--- src/rtl/ddr_init_pkg.sv ---
package ddr_init_pkg;

  // Command pins, active low, in {cs_n, ras_n, cas_n, we_n} order
  typedef struct packed {
    logic cs_n;
    logic ras_n;
    logic cas_n;
    logic we_n;
  } cmd_t;

  localparam cmd_t CMD_NOP  = cmd_t'(4'b1111);
  localparam cmd_t CMD_PREA = cmd_t'(4'b0010);
  localparam cmd_t CMD_LMR  = cmd_t'(4'b0000);
  localparam cmd_t CMD_REF  = cmd_t'(4'b0001);

  // Which wait follows a step
  typedef enum logic [1:0] {
    W_GAP   = 2'd0,
    W_LONG  = 2'd1,
    W_SHORT = 2'd2
  } wsel_e;

  typedef enum logic [1:0] {
    S_IDLE  = 2'd0,
    S_ISSUE = 2'd1,
    S_WAIT  = 2'd2,
    S_DONE  = 2'd3
  } st_e;

  localparam int NUM_STEPS = 8;
  localparam int STEP_W    = $clog2(NUM_STEPS);

  // Mode word fields
  localparam logic [2:0] CAS_LAT     = 3'd3;
  localparam logic [2:0] BURST_CODE  = 3'd2;
  localparam int         DLL_RST_BIT = 8;
  localparam int         ALL_BANKS_BIT = 10;

endpackage

--- src/rtl/ddr_init_rstsync.sv ---
module ddr_init_rstsync (
  input  logic clk,
  input  logic rst_n,
  output logic rst_sync_n
);
  logic [1:0] sync_q;

  always_ff @(posedge clk or negedge rst_n) begin
    if (!rst_n) sync_q <= 2'b00;
    else        sync_q <= {sync_q[0], 1'b1};
  end

  assign rst_sync_n = sync_q[1];
endmodule

--- src/rtl/ddr_init_steps.sv ---
module ddr_init_steps
  import ddr_init_pkg::*;
#(
  parameter int ADDR_W = 13,
  parameter int BA_W   = 2
) (
  input  logic [STEP_W-1:0] step,
  output cmd_t              cmd,
  output logic [ADDR_W-1:0] addr,
  output logic [BA_W-1:0]   ba,
  output wsel_e             wsel
);

  function automatic logic [ADDR_W-1:0] mode_word(input logic dll_rst);
    logic [ADDR_W-1:0] w;
    w = '0;
    w[2:0] = BURST_CODE;
    w[6:4] = CAS_LAT;
    w[DLL_RST_BIT] = dll_rst;
    return w;
  endfunction

  localparam logic [ADDR_W-1:0] PREA_ADDR = ADDR_W'(1) << ALL_BANKS_BIT;

  always_comb begin
    cmd  = CMD_NOP;
    addr = '0;
    ba   = '0;
    wsel = W_GAP;
    case (step)
      STEP_W'(0): begin cmd = CMD_NOP;  wsel = W_GAP; end
      STEP_W'(1): begin cmd = CMD_PREA; addr = PREA_ADDR; wsel = W_GAP; end
      STEP_W'(2): begin cmd = CMD_LMR;  ba = BA_W'(1); wsel = W_GAP; end
      STEP_W'(3): begin cmd = CMD_LMR;  addr = mode_word(1'b1); wsel = W_LONG; end
      STEP_W'(4): begin cmd = CMD_PREA; addr = PREA_ADDR; wsel = W_GAP; end
      STEP_W'(5): begin cmd = CMD_REF;  wsel = W_SHORT; end
      STEP_W'(6): begin cmd = CMD_REF;  wsel = W_SHORT; end
      default:    begin cmd = CMD_LMR;  addr = mode_word(1'b0); wsel = W_LONG; end
    endcase
  end
endmodule

--- src/rtl/ddr_init_timer.sv ---
module ddr_init_timer #(
  parameter int CNT_W = 8
) (
  input  logic             clk,
  input  logic             rst_n,
  input  logic             load,
  input  logic [CNT_W-1:0] load_val,
  output logic             expire
);
  logic [CNT_W-1:0] cnt_q, cnt_d;
  logic             cnt_en;

  assign cnt_en = load || (cnt_q != '0);

  always_comb begin
    if (load) cnt_d = load_val;
    else      cnt_d = cnt_q - CNT_W'(1);
  end

  always_ff @(posedge clk or negedge rst_n) begin
    if (!rst_n)      cnt_q <= '0;
    else if (cnt_en) cnt_q <= cnt_d;
  end

  assign expire = (cnt_q == CNT_W'(1));

  // a running count falls by exactly one per cycle
  p_count_down_r8: assert property (@(posedge clk) disable iff (!rst_n)
    (cnt_q != '0 && !load) |=> (cnt_q == $past(cnt_q) - CNT_W'(1)));
endmodule

--- src/rtl/ddr_init_seq.sv ---
module ddr_init_seq
  import ddr_init_pkg::*;
#(
  parameter int ADDR_W  = 13,
  parameter int BA_W    = 2,
  parameter int T_GAP   = 2,
  parameter int T_LONG  = 200,
  parameter int T_SHORT = 4
) (
  input  logic              clk,
  input  logic              rst_n,
  input  logic              start,
  output logic              cke,
  output logic              cs_n,
  output logic              ras_n,
  output logic              cas_n,
  output logic              we_n,
  output logic [ADDR_W-1:0] addr,
  output logic [BA_W-1:0]   ba,
  output logic              done
);

  localparam int MAX_A    = (T_GAP > T_SHORT) ? T_GAP : T_SHORT;
  localparam int MAX_WAIT = (MAX_A > T_LONG) ? MAX_A : T_LONG;
  localparam int CNT_W    = $clog2(MAX_WAIT + 1);
  localparam logic [STEP_W-1:0] LAST_STEP = STEP_W'(NUM_STEPS - 1);

  logic rst_s_n;
  ddr_init_rstsync i_rstsync (.clk(clk), .rst_n(rst_n), .rst_sync_n(rst_s_n));

  st_e               state_q, state_d;
  logic [STEP_W-1:0] step_q, step_d;
  logic              step_en;
  logic              load;
  logic              expire;
  logic [CNT_W-1:0]  wait_val;

  cmd_t              rom_cmd;
  logic [ADDR_W-1:0] rom_addr;
  logic [BA_W-1:0]   rom_ba;
  wsel_e             rom_wsel;

  ddr_init_steps #(.ADDR_W(ADDR_W), .BA_W(BA_W)) i_steps (
    .step(step_q), .cmd(rom_cmd), .addr(rom_addr), .ba(rom_ba), .wsel(rom_wsel)
  );

  always_comb begin
    case (rom_wsel)
      W_LONG:  wait_val = CNT_W'(T_LONG);
      W_SHORT: wait_val = CNT_W'(T_SHORT);
      default: wait_val = CNT_W'(T_GAP);
    endcase
  end

  ddr_init_timer #(.CNT_W(CNT_W)) i_timer (
    .clk(clk), .rst_n(rst_s_n), .load(load), .load_val(wait_val), .expire(expire)
  );

  // Next-state logic
  always_comb begin
    state_d = state_q;
    step_d  = step_q;
    load    = 1'b0;
    case (state_q)
      S_IDLE: begin
        if (start) begin
          state_d = S_ISSUE;
          step_d  = '0;
        end
      end
      S_ISSUE: begin
        load    = 1'b1;
        state_d = S_WAIT;
      end
      S_WAIT: begin
        if (expire) begin
          if (step_q == LAST_STEP) begin
            state_d = S_DONE;
          end else begin
            state_d = S_ISSUE;
            step_d  = step_q + STEP_W'(1);
          end
        end
      end
      default: state_d = S_DONE;
    endcase
  end

  assign step_en = (step_d != step_q);

  always_ff @(posedge clk or negedge rst_s_n) begin
    if (!rst_s_n) state_q <= S_IDLE;
    else          state_q <= state_d;
  end

  always_ff @(posedge clk or negedge rst_s_n) begin
    if (!rst_s_n)     step_q <= '0;
    else if (step_en) step_q <= step_d;
  end

  // Output decode
  logic issuing;
  cmd_t cmd_o;
  assign issuing = (state_q == S_ISSUE);
  assign cmd_o   = issuing ? rom_cmd : CMD_NOP;
  assign cs_n    = cmd_o.cs_n;
  assign ras_n   = cmd_o.ras_n;
  assign cas_n   = cmd_o.cas_n;
  assign we_n    = cmd_o.we_n;
  assign addr    = issuing ? rom_addr : '0;
  assign ba      = issuing ? rom_ba : '0;
  assign cke     = (state_q != S_IDLE);
  assign done    = (state_q == S_DONE);

  // a command never lasts beyond one cycle
  p_one_cycle_cmd_r7: assert property (@(posedge clk) disable iff (!rst_s_n)
    !cs_n |=> cs_n);
  // commands only with the clock enable high
  p_cmd_with_cke_r2: assert property (@(posedge clk) disable iff (!rst_s_n)
    !cs_n |-> cke);
  // done and cke hold once raised
  p_done_sticky_r9: assert property (@(posedge clk) disable iff (!rst_s_n)
    done |=> done);
  p_cke_hold_r9: assert property (@(posedge clk) disable iff (!rst_s_n)
    cke |=> cke);
  // no command follows completion
  p_quiet_after_done_r10: assert property (@(posedge clk) disable iff (!rst_s_n)
    done |-> (cs_n && ras_n && cas_n && we_n));
endmodule

--- config.mk ---
export PLATFORM = sky130hd
export DESIGN_NAME = ddr_init_seq
export DESIGN_NICKNAME = d
export VERILOG_FILES = /design/src/rtl/ddr_init_pkg.sv /design/src/rtl/ddr_init_rstsync.sv /design/src/rtl/ddr_init_steps.sv /design/src/rtl/ddr_init_timer.sv /design/src/rtl/ddr_init_seq.sv
export SDC_FILE = /design/constraint.sdc
export NUM_CORES = 1
export LEC_CHECK = 0
export BUFFER_PORTS_ARGS = -buffer_cell sky130_fd_sc_hd__clkbuf_2
export CELL_PAD_IN_SITES_DETAIL_PLACEMENT = 1
export CELL_PAD_IN_SITES_GLOBAL_PLACEMENT = 1
export CORE_MARGIN = 10
export CORE_UTILIZATION = 38
export DETAILED_ROUTE_END_ITERATION = 7
export GPL_ROUTABILITY_DRIVEN = 0
export PLACE_DENSITY_LB_ADDON = 0.08
export SETUP_SLACK_MARGIN = 0.5
export SLEW_MARGIN = 20
export SYNTH_ARGS = -nofsm -noshare
export SYNTH_HDL_FRONTEND = slang
export SYNTH_SLANG_ARGS = --single-unit
--- constraint.sdc ---
create_clock -name clk -period 1.91 [get_ports clk]
set_clock_uncertainty 0.05 [all_clocks]
set_input_delay 0.382 -clock clk [delete_from_list [all_inputs] [get_ports clk]]
set_output_delay 0.382 -clock clk [all_outputs]
set_load 0.01 [all_outputs]
# After elaboration in Yosys (flattened, before gate mapping)
# Index checks and enable logic that the tools add are counted.
# totals
register_bits	15
output_inout_bits	21
# op_classes
add_sub_neg	2
eq_ne	16
mux	18
n_reduce_logical	10
# op_table
op	count
11-bit one-hot mux with 3 select lines	1
8-bit one-hot mux with 2 select lines	1
13-bit two-way mux	1
3-bit == test, second input constant	4
4-bit one-hot mux with 3 select lines	1
3-bit two-way mux	3
8-bit by 1-bit == test with 1-bit output, second input constant	1
2-bit two-way mux	4
8-bit two-way mux	1
8-bit nonzero test	1
4-bit OR reduction	2
8-bit by 1-bit subtractor with 8-bit output, second input constant	1
2-bit == test, second input constant	3
3-bit by 2-bit == test with 1-bit output, second input constant	2
2-bit one-hot mux with 3 select lines	1
3-bit one-hot mux with 2 select lines	1
2-bit by 1-bit == test with 1-bit output, second input constant	2
4-bit two-way mux	1
2-bit != test, second input constant	2
2-bit one-hot mux with 2 select lines	1
2-bit OR reduction	2
3-bit by 1-bit adder with 3-bit output, second input constant	1
3-bit by 1-bit == test with 1-bit output, second input constant	1
3-bit zero test	1
6 further kinds	7

# Longest topological paths before layout
# Gate-level depths: netlist (run 1).
# logic_depth
depth_word	6
depth_mapped	6
depth_no_buf	6

# Hierarchy
# Synthesis (run 1) repeated with hierarchy kept, for this count alone.
# unflattened
hier_cells	139
hier_area_um2	1227.4
# modules_own_cells
mod	n_inst	cells_per_inst	area_each_um2	seq_area_each_um2
ddr_init_timer	1	56	545.5	200.2
ddr_init_seq	1	56	457.9	125.1
ddr_init_steps	1	24	170.2	0.0
ddr_init_rstsync	1	3	53.8	50.0

# Least setup slack after synthesis (run 1)
# Ideal clock, no wire load.
# synth_path
path_kind	flip-flop to flip-flop
start	register i_timer.cnt_q[0]
end	register i_timer.cnt_q[7]
arrival_time_ps	1811
required_ps	1778
path_slack_ps	-33
path_stages_with_launch	5
synth_period_minus_slack_ps	1943
cell_sequence	dfrtp_1 -> or4_4 -> or4_1 -> or3_1 -> a31oi_1
# synth_between
elab_chain_cells	2
word_cells_on_any_way	4
classes_between	add/sub (1); mux (1); reduce/logical (2)
# synth_lines
element	line_no	source
start, declared	ddr_init_timer.sv:10	logic [CNT_W-1:0] cnt_q, cnt_d;
start signal, assigned	ddr_init_timer.sv:22	else if (cnt_en) cnt_q <= cnt_d;
8-bit by 1-bit subtractor with 8-bit output or 8-bit nonzero test (tied branches)	ddr_init_timer.sv:17, ddr_init_timer.sv:13	
8-bit two-way mux or 1-bit logical OR (tied branches)	ddr_init_timer.sv:16, ddr_init_timer.sv:13	
# Parallel ways exist; a longest one is shown, timed or not.
# A chain may end at the register's enable or synchronous reset.

# Final worst setup path (run 1)
# layout_path
start	register i_timer.cnt_q[1]
end	register i_timer.cnt_q[6]
# The elaborated chain is that of the path after synthesis.

==> results by group, run 1 <==
Die
  – DIE HEIGHT: 72.0 um
  – Core area: 2520 um^2
  – Die area: 5180 um^2
  – I/O pin cnt: 24
  – Row cnt: 18
  – Starting density of the core: 0.407
  – Die width: 72.0 um

Synthesis
  – Cell taking the most area after synthesis: dfrtp_1
  – Compound-Gate Fraction of Synth Area: 0.160
  – Syn Area/Cell: 8.56 um^2
  – Yosys top cell area share: 0.365
  – Fraction of the mapped netlist area in simple logic gates: 0.219
  – Yosys reg bits: 15
  – Mux contribution to synthesized area: 0.00974
  – Cell area after synthesis: 1030 um^2
  – Post-Synth Adder-Cell Area: 0.0853
  – Main combinational cell family by area after synthesis: simple AND/OR/NAND/NOR gates
  – Syn. warnings: 0
  – Syn Inst Count: 120
  – Unique masters post-synth: 35
  – Xor/xnor share of the synthesized area: 0.0256
  – Top cells by area, synth: dfrtp_1 37%, buf_4 8.8%, ha_1 8.5%
  – Seq/Total Area, Yosys: 0.365

Layout
  – Layout cells sized above 1: 0.606
  – Area Overhead vs Synth: 65.7%
  – Filler Cell Count: 288
  – Final non-filler cell total: 200
  – Antenna diode count: 0
  – Nets@finish: 181
  – Reg area: 383 um^2
  – Multi-input gate area: 783 um^2

Power and ir drop
  – Total power: 547 uW
  – Sequential share of power: 0.595
  – Power share of the clock group: 0.379
  – Peak VDD IR: 0.000414 V
  – PwrDens: 321 nW/um^2
  – Leak: 0.000780 uW
  – Logic pwr share: 0.026
  – Switch share: 0.264
  – Net switching power: 144 uW
  – Cell internal pwr: 402 uW

Min path
  – HP Class: reg -> async

Route
  – Detailed-router iteration count before antenna repair: 4
  – DR vias: 1105
  – DRC errors left: 0
  – Routed Antenna Nets: 0
  – DR WL/cell: 20.9 um
  – 1st-iter DRT viols: 66
  – DR vias/cell: 5.53
  – Routed WL: 4180 um

Run status
  – Failing checks: setup timing
  – Status: finished with violations

Global route
  – Antenna violations before repair: 0
  – Vias in the first global route: 1145
  – Grt ovf: 0
  – Pin count of the biggest net entering global routing: 14
  – First-pass GRT wire length: 5980 um
  – Total GRT Usage: 0.142

Critical path
  – R2R Setup Slk: -110 ps
  – Worst stage delay on the critical path: 420 ps
  – Worst Reg2Reg Path Length in Cells: 6
  – Setup crit end: i_timer.cnt_q[6]
  – Startpoint types: flip-flop
  – CP Buf/Inv Count: 1
  – Reg2reg start: i_timer.cnt_q[1]
  – R2r endpoint: i_timer.cnt_q[6]
  – Family with the most delay on the worst path: simple AND/OR/NAND/NOR gates
  – WP depth: 6
  – Critical path startpoint: i_timer.cnt_q[1]
  – Worst Path Max Fanout: 3
  – Worst path slowest cell: dfrtp_1
  – Worst path cell trace: inv_1, ha_4, or3b_4, or3_4, or3_1, a31oi_1
  – CP endpoint kind: flip-flop
  – Worst EP required: 2080 ps
  – CP arrival: 2190 ps
  – Critical path class: reg -> reg

Timing
  – Tightest Pin Transition: 587 ps
  – Hold WS: 197 ps
  – Final Slew Violations: 0
  – Max Freq: 495 MHz
  – RSZ-0062 raised after global routing: true
  – Post-layout minimum cycle time: 2020 ps
  – Crit share post-route: 1.06
  – Slew HR: 0.609
  – Final setup viols: 9
  – Final Hold Fails: 0
  – Setup ws final: -109 ps

Clocking
  – CTS Buffer Depth: 2
  – Level count of the clock H-tree: 1
  – CTS Buf Count: 3
  – Sink Count: 15
  – Clk root buf: clkbuf_4
  – CTS tree: done
  – Worst-path clk slew: 110 ps
  – Clk_lat worst skew: 310 ps

Placement
  – Post-DP HPWL: 2100 um
  – PortBufs: 14
  – Placed insts: 168

Flow run
  – Max-cap violations: 0
## state kept, by name, summed over array words and instances (netlist names)
name and count:
step_q 3, i_rstsync.sync_q 2, i_timer.cnt_q 8, state_q 2
## timing repair
| item | CTS | global route |
|---|---|---|
| setup buffers | 17 | 10 |
| pin swaps | 15 | 15 |
| hold buffers | 1 | 0 |
| resized for setup | 30 | 37 |
| setup endpoints to repair | 25 | 25 |
| endpoints found under the hold margin | 2 | 0 |
## synth_stat cells
library cell,instances
a21o_2,1
nor3_1,1
o311ai_1,2
dfrtp_1,15
inv_1,8
a21oi_1,6
or4_1,1
ha_1,7
clkbuf_1,3
mux2i_1,1
nand2_1,11
nand4_1,1
xnor2_1,2
or2_2,1
conb_1,2
nor4_1,1
nand2b_1,2
nor2_1,7
a211oi_1,1
nor3b_1,1
or3b_1,1
or4_4,1
o31ai_1,1
nor2b_1,1
a21o_1,2
o21ai_0,7
xor2_1,1
buf_4,12
or3_1,4
o32ai_1,1
nand3_1,6
and2_1,1
and3_1,3
a31oi_1,4
a311oi_1,1
## metal layers
metal  share of wire  track usage
met1            0.38        0.154
met2            0.53        0.271
met3           0.048       0.0395
met4           0.042       0.0172
met5               0            0
## layout make-up
class / instances / share of cell area
Clock buffer: 3 / 0.0132
Clock inverter: 1 / 0.00441
Inverter: 8 / 0.0206
Multi-Input combinational cell: 90 / 0.460
Sequential cell: 15 / 0.225
Tap cell: 30 / 0.0221
Timing Repair Buffer: 53 / 0.254
## cell families (layout without fill, tap and decap cells)
family                   after synthesis  in the layout
other                                  2             10
adder cells (fa/ha/maj)                7              7
AND/OR/NAND/NOR                       43             43
buffers and inverters                 23             65
XOR/XNOR                               3              3
AO/OA/AOI/OAI                         26             26
flip-flops                            15             15
multiplexers                           1              1
## cell usage in the layout, fill, tap and decap left out, types with 2 or more instances in the layout
cell      instances
and3_4            3
clkbuf_2          3
buf_2             5
or3_4             2
o311ai_1          2
clkbuf_4          3
nor2_1            4
or3_1             2
buf_6            10
nand3_1           4
a21o_1            2
a31oi_1           4
buf_4            32
a21oi_1           5
o21ai_0           3
buf_8             2
inv_1             3
nand2_1           9
conb_1           10
inv_2             3
nand2b_4          2
dfrtp_2           6
dfrtp_1           9
o21ai_1           3
or4_4             2
ha_4              6
inv_4             2
nor2_4            2
## worst register-to-register path: stages, from the launching register on
cell	delay, ps
dfrtp_1	420
inv_1	130
ha_4	150
or3b_4	380
or3_4	330
or3_1	320
a31oi_1	150
## worst min-delay path by stage
stage                   startpoint                  end  slack, ps  depth (start not counted)
2_1_floorplan                rst_n  i_rstsync.sync_q[0]         40                          0
3_3_place_gp                 rst_n  i_rstsync.sync_q[0]        120                          1
3_5_place_dp                 rst_n  i_rstsync.sync_q[0]        130                          1
4_1_cts        i_rstsync.sync_q[1]            step_q[2]        210                          0
5_1_grt        i_rstsync.sync_q[1]     i_timer.cnt_q[4]        240                          0
6_report       i_rstsync.sync_q[1]     i_timer.cnt_q[4]        200                          0
## power by group through the flow
stage / clock network [uW] / logic (uW) / registers, uW
after floorplan: 0 / 22.1 / 330
after global placement: 0 / 11.2 / 332
after detailed placement: 0 / 11.5 / 332
after CTS: 205 / 13.2 / 326
after global routing: 226 / 16.8 / 326
final: 207 / 14.3 / 325
## through the flow
| step | util | worst slack [ps] | TNS, ps | cell area [um^2] |
|---|---|---|---|---|
| final | 0.675 | -109 | -573 | 1700 |
| after global routing | 0.675 | -181 | -1180 | 1700 |
| after CTS | 0.604 | -83.2 | -350 | 1520 |
| after detailed placement | 0.485 | -97.6 | -167 | 1220 |
| after global placement | 0.485 | -60.1 | -60.1 | 1220 |
| after floorplan | - | -24.7 | -44.9 | 1140 |
Note: power is estimated with default switching activity, not from simulation.
==> run 2: changes to the inputs <==
- clock period: 1.91 -> 2 ns (I/O delays scaled with it)
==> run 2 against run 1 <==
Effect of this change: the flow still finishes with violations (setup timing); maximum frequency is 3.1% lower; cell count is 2.5% higher; final area is 8.5% higher; flip-flop and latch count stayed put; routed wire length is 23% higher; highest routed layer unchanged; combinational power is 5% higher; power is 7.0% lower; clock power is 12% lower; first-iteration DRC count is 41% higher.
==> results by group, run 2 (synthesis results as in run 1) <==
Placement
  – DP Area: 1160 um^2
  – Placed insts: 165
  – PortBufs: 14
  – Post-DP HPWL: 2040 um

Critical path
  – Startpoint types: flip-flop
  – Family with the most delay on the worst path: simple AND/OR/NAND/NOR gates
  – Worst Reg2Reg Path Length in Cells: 4
  – R2r endpoint: i_timer.cnt_q[7]
  – Critical path's most frequent cell: or4_4
  – CP Buf/Inv Count: 0
  – Worst Path Max Fanout: 2
  – Worst path slowest cell: or4_4
  – R2R Setup Slk: -80 ps
  – Worst stage delay on the critical path: 550 ps
  – Worst EP required: 2160 ps
  – Reg2reg start: i_timer.cnt_q[2]
  – Critical path class: reg -> reg
  – CP endpoint kind: flip-flop
  – CP arrival: 2240 ps
  – Worst path cell trace: or4_4, or4_4, or3_4, a31oi_4

Layout
  – Most flop-heavy register: i_timer.cnt_q
  – Layout cells sized above 1: 0.657
  – Nets@finish: 186
  – Most frequent cells in the layout: 30 x buf_4, 18 x buf_6, 10 x conb_1, 9 x nand2_1, 9 x dfrtp_1
  – Commonest non-fill, non-tap cell in the layout: buf_4
  – Final non-filler cell total: 205
  – Final instance area: 1850 um^2
  – Filler Cell Count: 241
  – Biggest regs: i_timer.cnt_q x8, step_q x3
  – Antenna diode count: 0
  – Area Overhead vs Synth: 79.8%
  – Max reg flops: 8

Route
  – Detailed-router iteration count before antenna repair: 4
  – DR WL/cell: 25.1 um
  – 1st-iter DRT viols: 93
  – Routed WL: 5150 um
  – DR vias: 1156
  – Routed Antenna Nets: 0
  – DR vias/cell: 5.64
  – DRC errors left: 0

Die
  – Row cnt: 18
  – Starting density of the core: 0.407
  – I/O pin cnt: 24
  – Die area: 5180 um^2
  – Core area: 2520 um^2
  – DIE HEIGHT: 72.0 um
  – Die width: 72.0 um

Global route
  – Pin count of the biggest net entering global routing: 14
  – First-pass GRT wire length: 5460 um
  – Vias in the first global route: 1128
  – Antenna violations before repair: 0
  – Grt ovf: 0
  – Total GRT Usage: 0.127

Clocking
  – Worst-path clk slew: 100 ps
  – CTS Buffer Depth: 2
  – Sink Count: 15
  – CTS tree: done
  – CTS Buf Count: 3
  – Level count of the clock H-tree: 1
  – Clk root buf: clkbuf_4
  – Clk_lat worst skew: 290 ps

Timing
  – Final Hold Fails: 0
  – Crit share post-route: 1.04
  – Final setup viols: 5
  – RSZ-0062 raised after global routing: true
  – Setup TNS: -134 ps
  – Setup ws final: -83.9 ps
  – Post-layout minimum cycle time: 2080 ps
  – Max Freq: 480 MHz
  – Tightest Pin Transition: 613 ps
  – Slew HR: 0.591
  – Hold WS: 207 ps
  – Final Slew Violations: 0

Min path
  – HP Class: reg -> async

Run status
  – Failing checks: setup timing
  – Status: finished with violations

Power and ir drop
  – Leak: 0.000834 uW
  – Peak VDD IR: 0.000513 V
  – Total power: 509 uW
  – PwrDens: 275 nW/um^2

Flow run
  – Max-cap violations: 0
-- run 2: worst max-delay path by stage --
stage	from	to	slack [ps]	cells after the start
after global placement	i_timer.cnt_q[0]	i_timer.cnt_q[6]	30	6
after global routing	step_q[0]	addr[5]	-120	5
final	i_timer.cnt_q[2]	i_timer.cnt_q[7]	-80	4
after CTS	i_timer.cnt_q[2]	i_timer.cnt_q[7]	20	4
after detailed placement	i_timer.cnt_q[1]	i_timer.cnt_q[7]	-20	4
after floorplan	i_timer.cnt_q[1]	i_timer.cnt_q[7]	70	4
-- run 2: area by class of cell --
| cell class | count | area, um^2 | area share |
|---|---|---|---|
| Timing Repair Buffer | 58 | 503 | 0.272 |
| Multi-Input combinational cell | 90 | 860 | 0.465 |
| Sequential cell | 15 | 383 | 0.207 |
| Inverter | 8 | 37.5 | 0.0203 |
| Clock buffer | 4 | 26.3 | 0.0142 |
| Tap cell | 30 | 37.5 | 0.0203 |
-- run 2: metrics by stage --
stage | setup slack [ps] | util
final | -83.9 | 0.732
after global routing | -116 | 0.732
after CTS | 17.2 | 0.586
after detailed placement | -21.4 | 0.462
after global placement | 27.3 | 0.462
after floorplan | 65.2 | -
-- run 2: report_power, final --
part / total, uW / switching (uW) / internal (uW)
Combinational: 15.0 / 12.1 / 2.90
Clock: 183 / 105 / 77.5
Sequential: 311 / 5.98 / 305
-- run 2: metal layers --
layer  vias up  global-route usage  part of all wire
met4         0              0.0215             0.031
met5         -                   0                 0
li1        506                   -                 -
met2        38               0.231              0.55
met3        14              0.0435             0.028
met1       598               0.139              0.39
-- run 2: timing repair --
action | in CTS | in global routing
endpoints found under the hold margin | 2 | 0
hold buffers | 1 | 0
resized for setup | 37 | 63
setup buffers | 18 | 17
pin swaps | 14 | 19
setup endpoints to repair | 23 | 25
-- run 2: worst reg2reg max path, cell delays in order (launching register included) --
cell and delay [ps]:
dfrtp_1 410, or4_4 550, or4_4 450, or3_4 360, a31oi_4 190
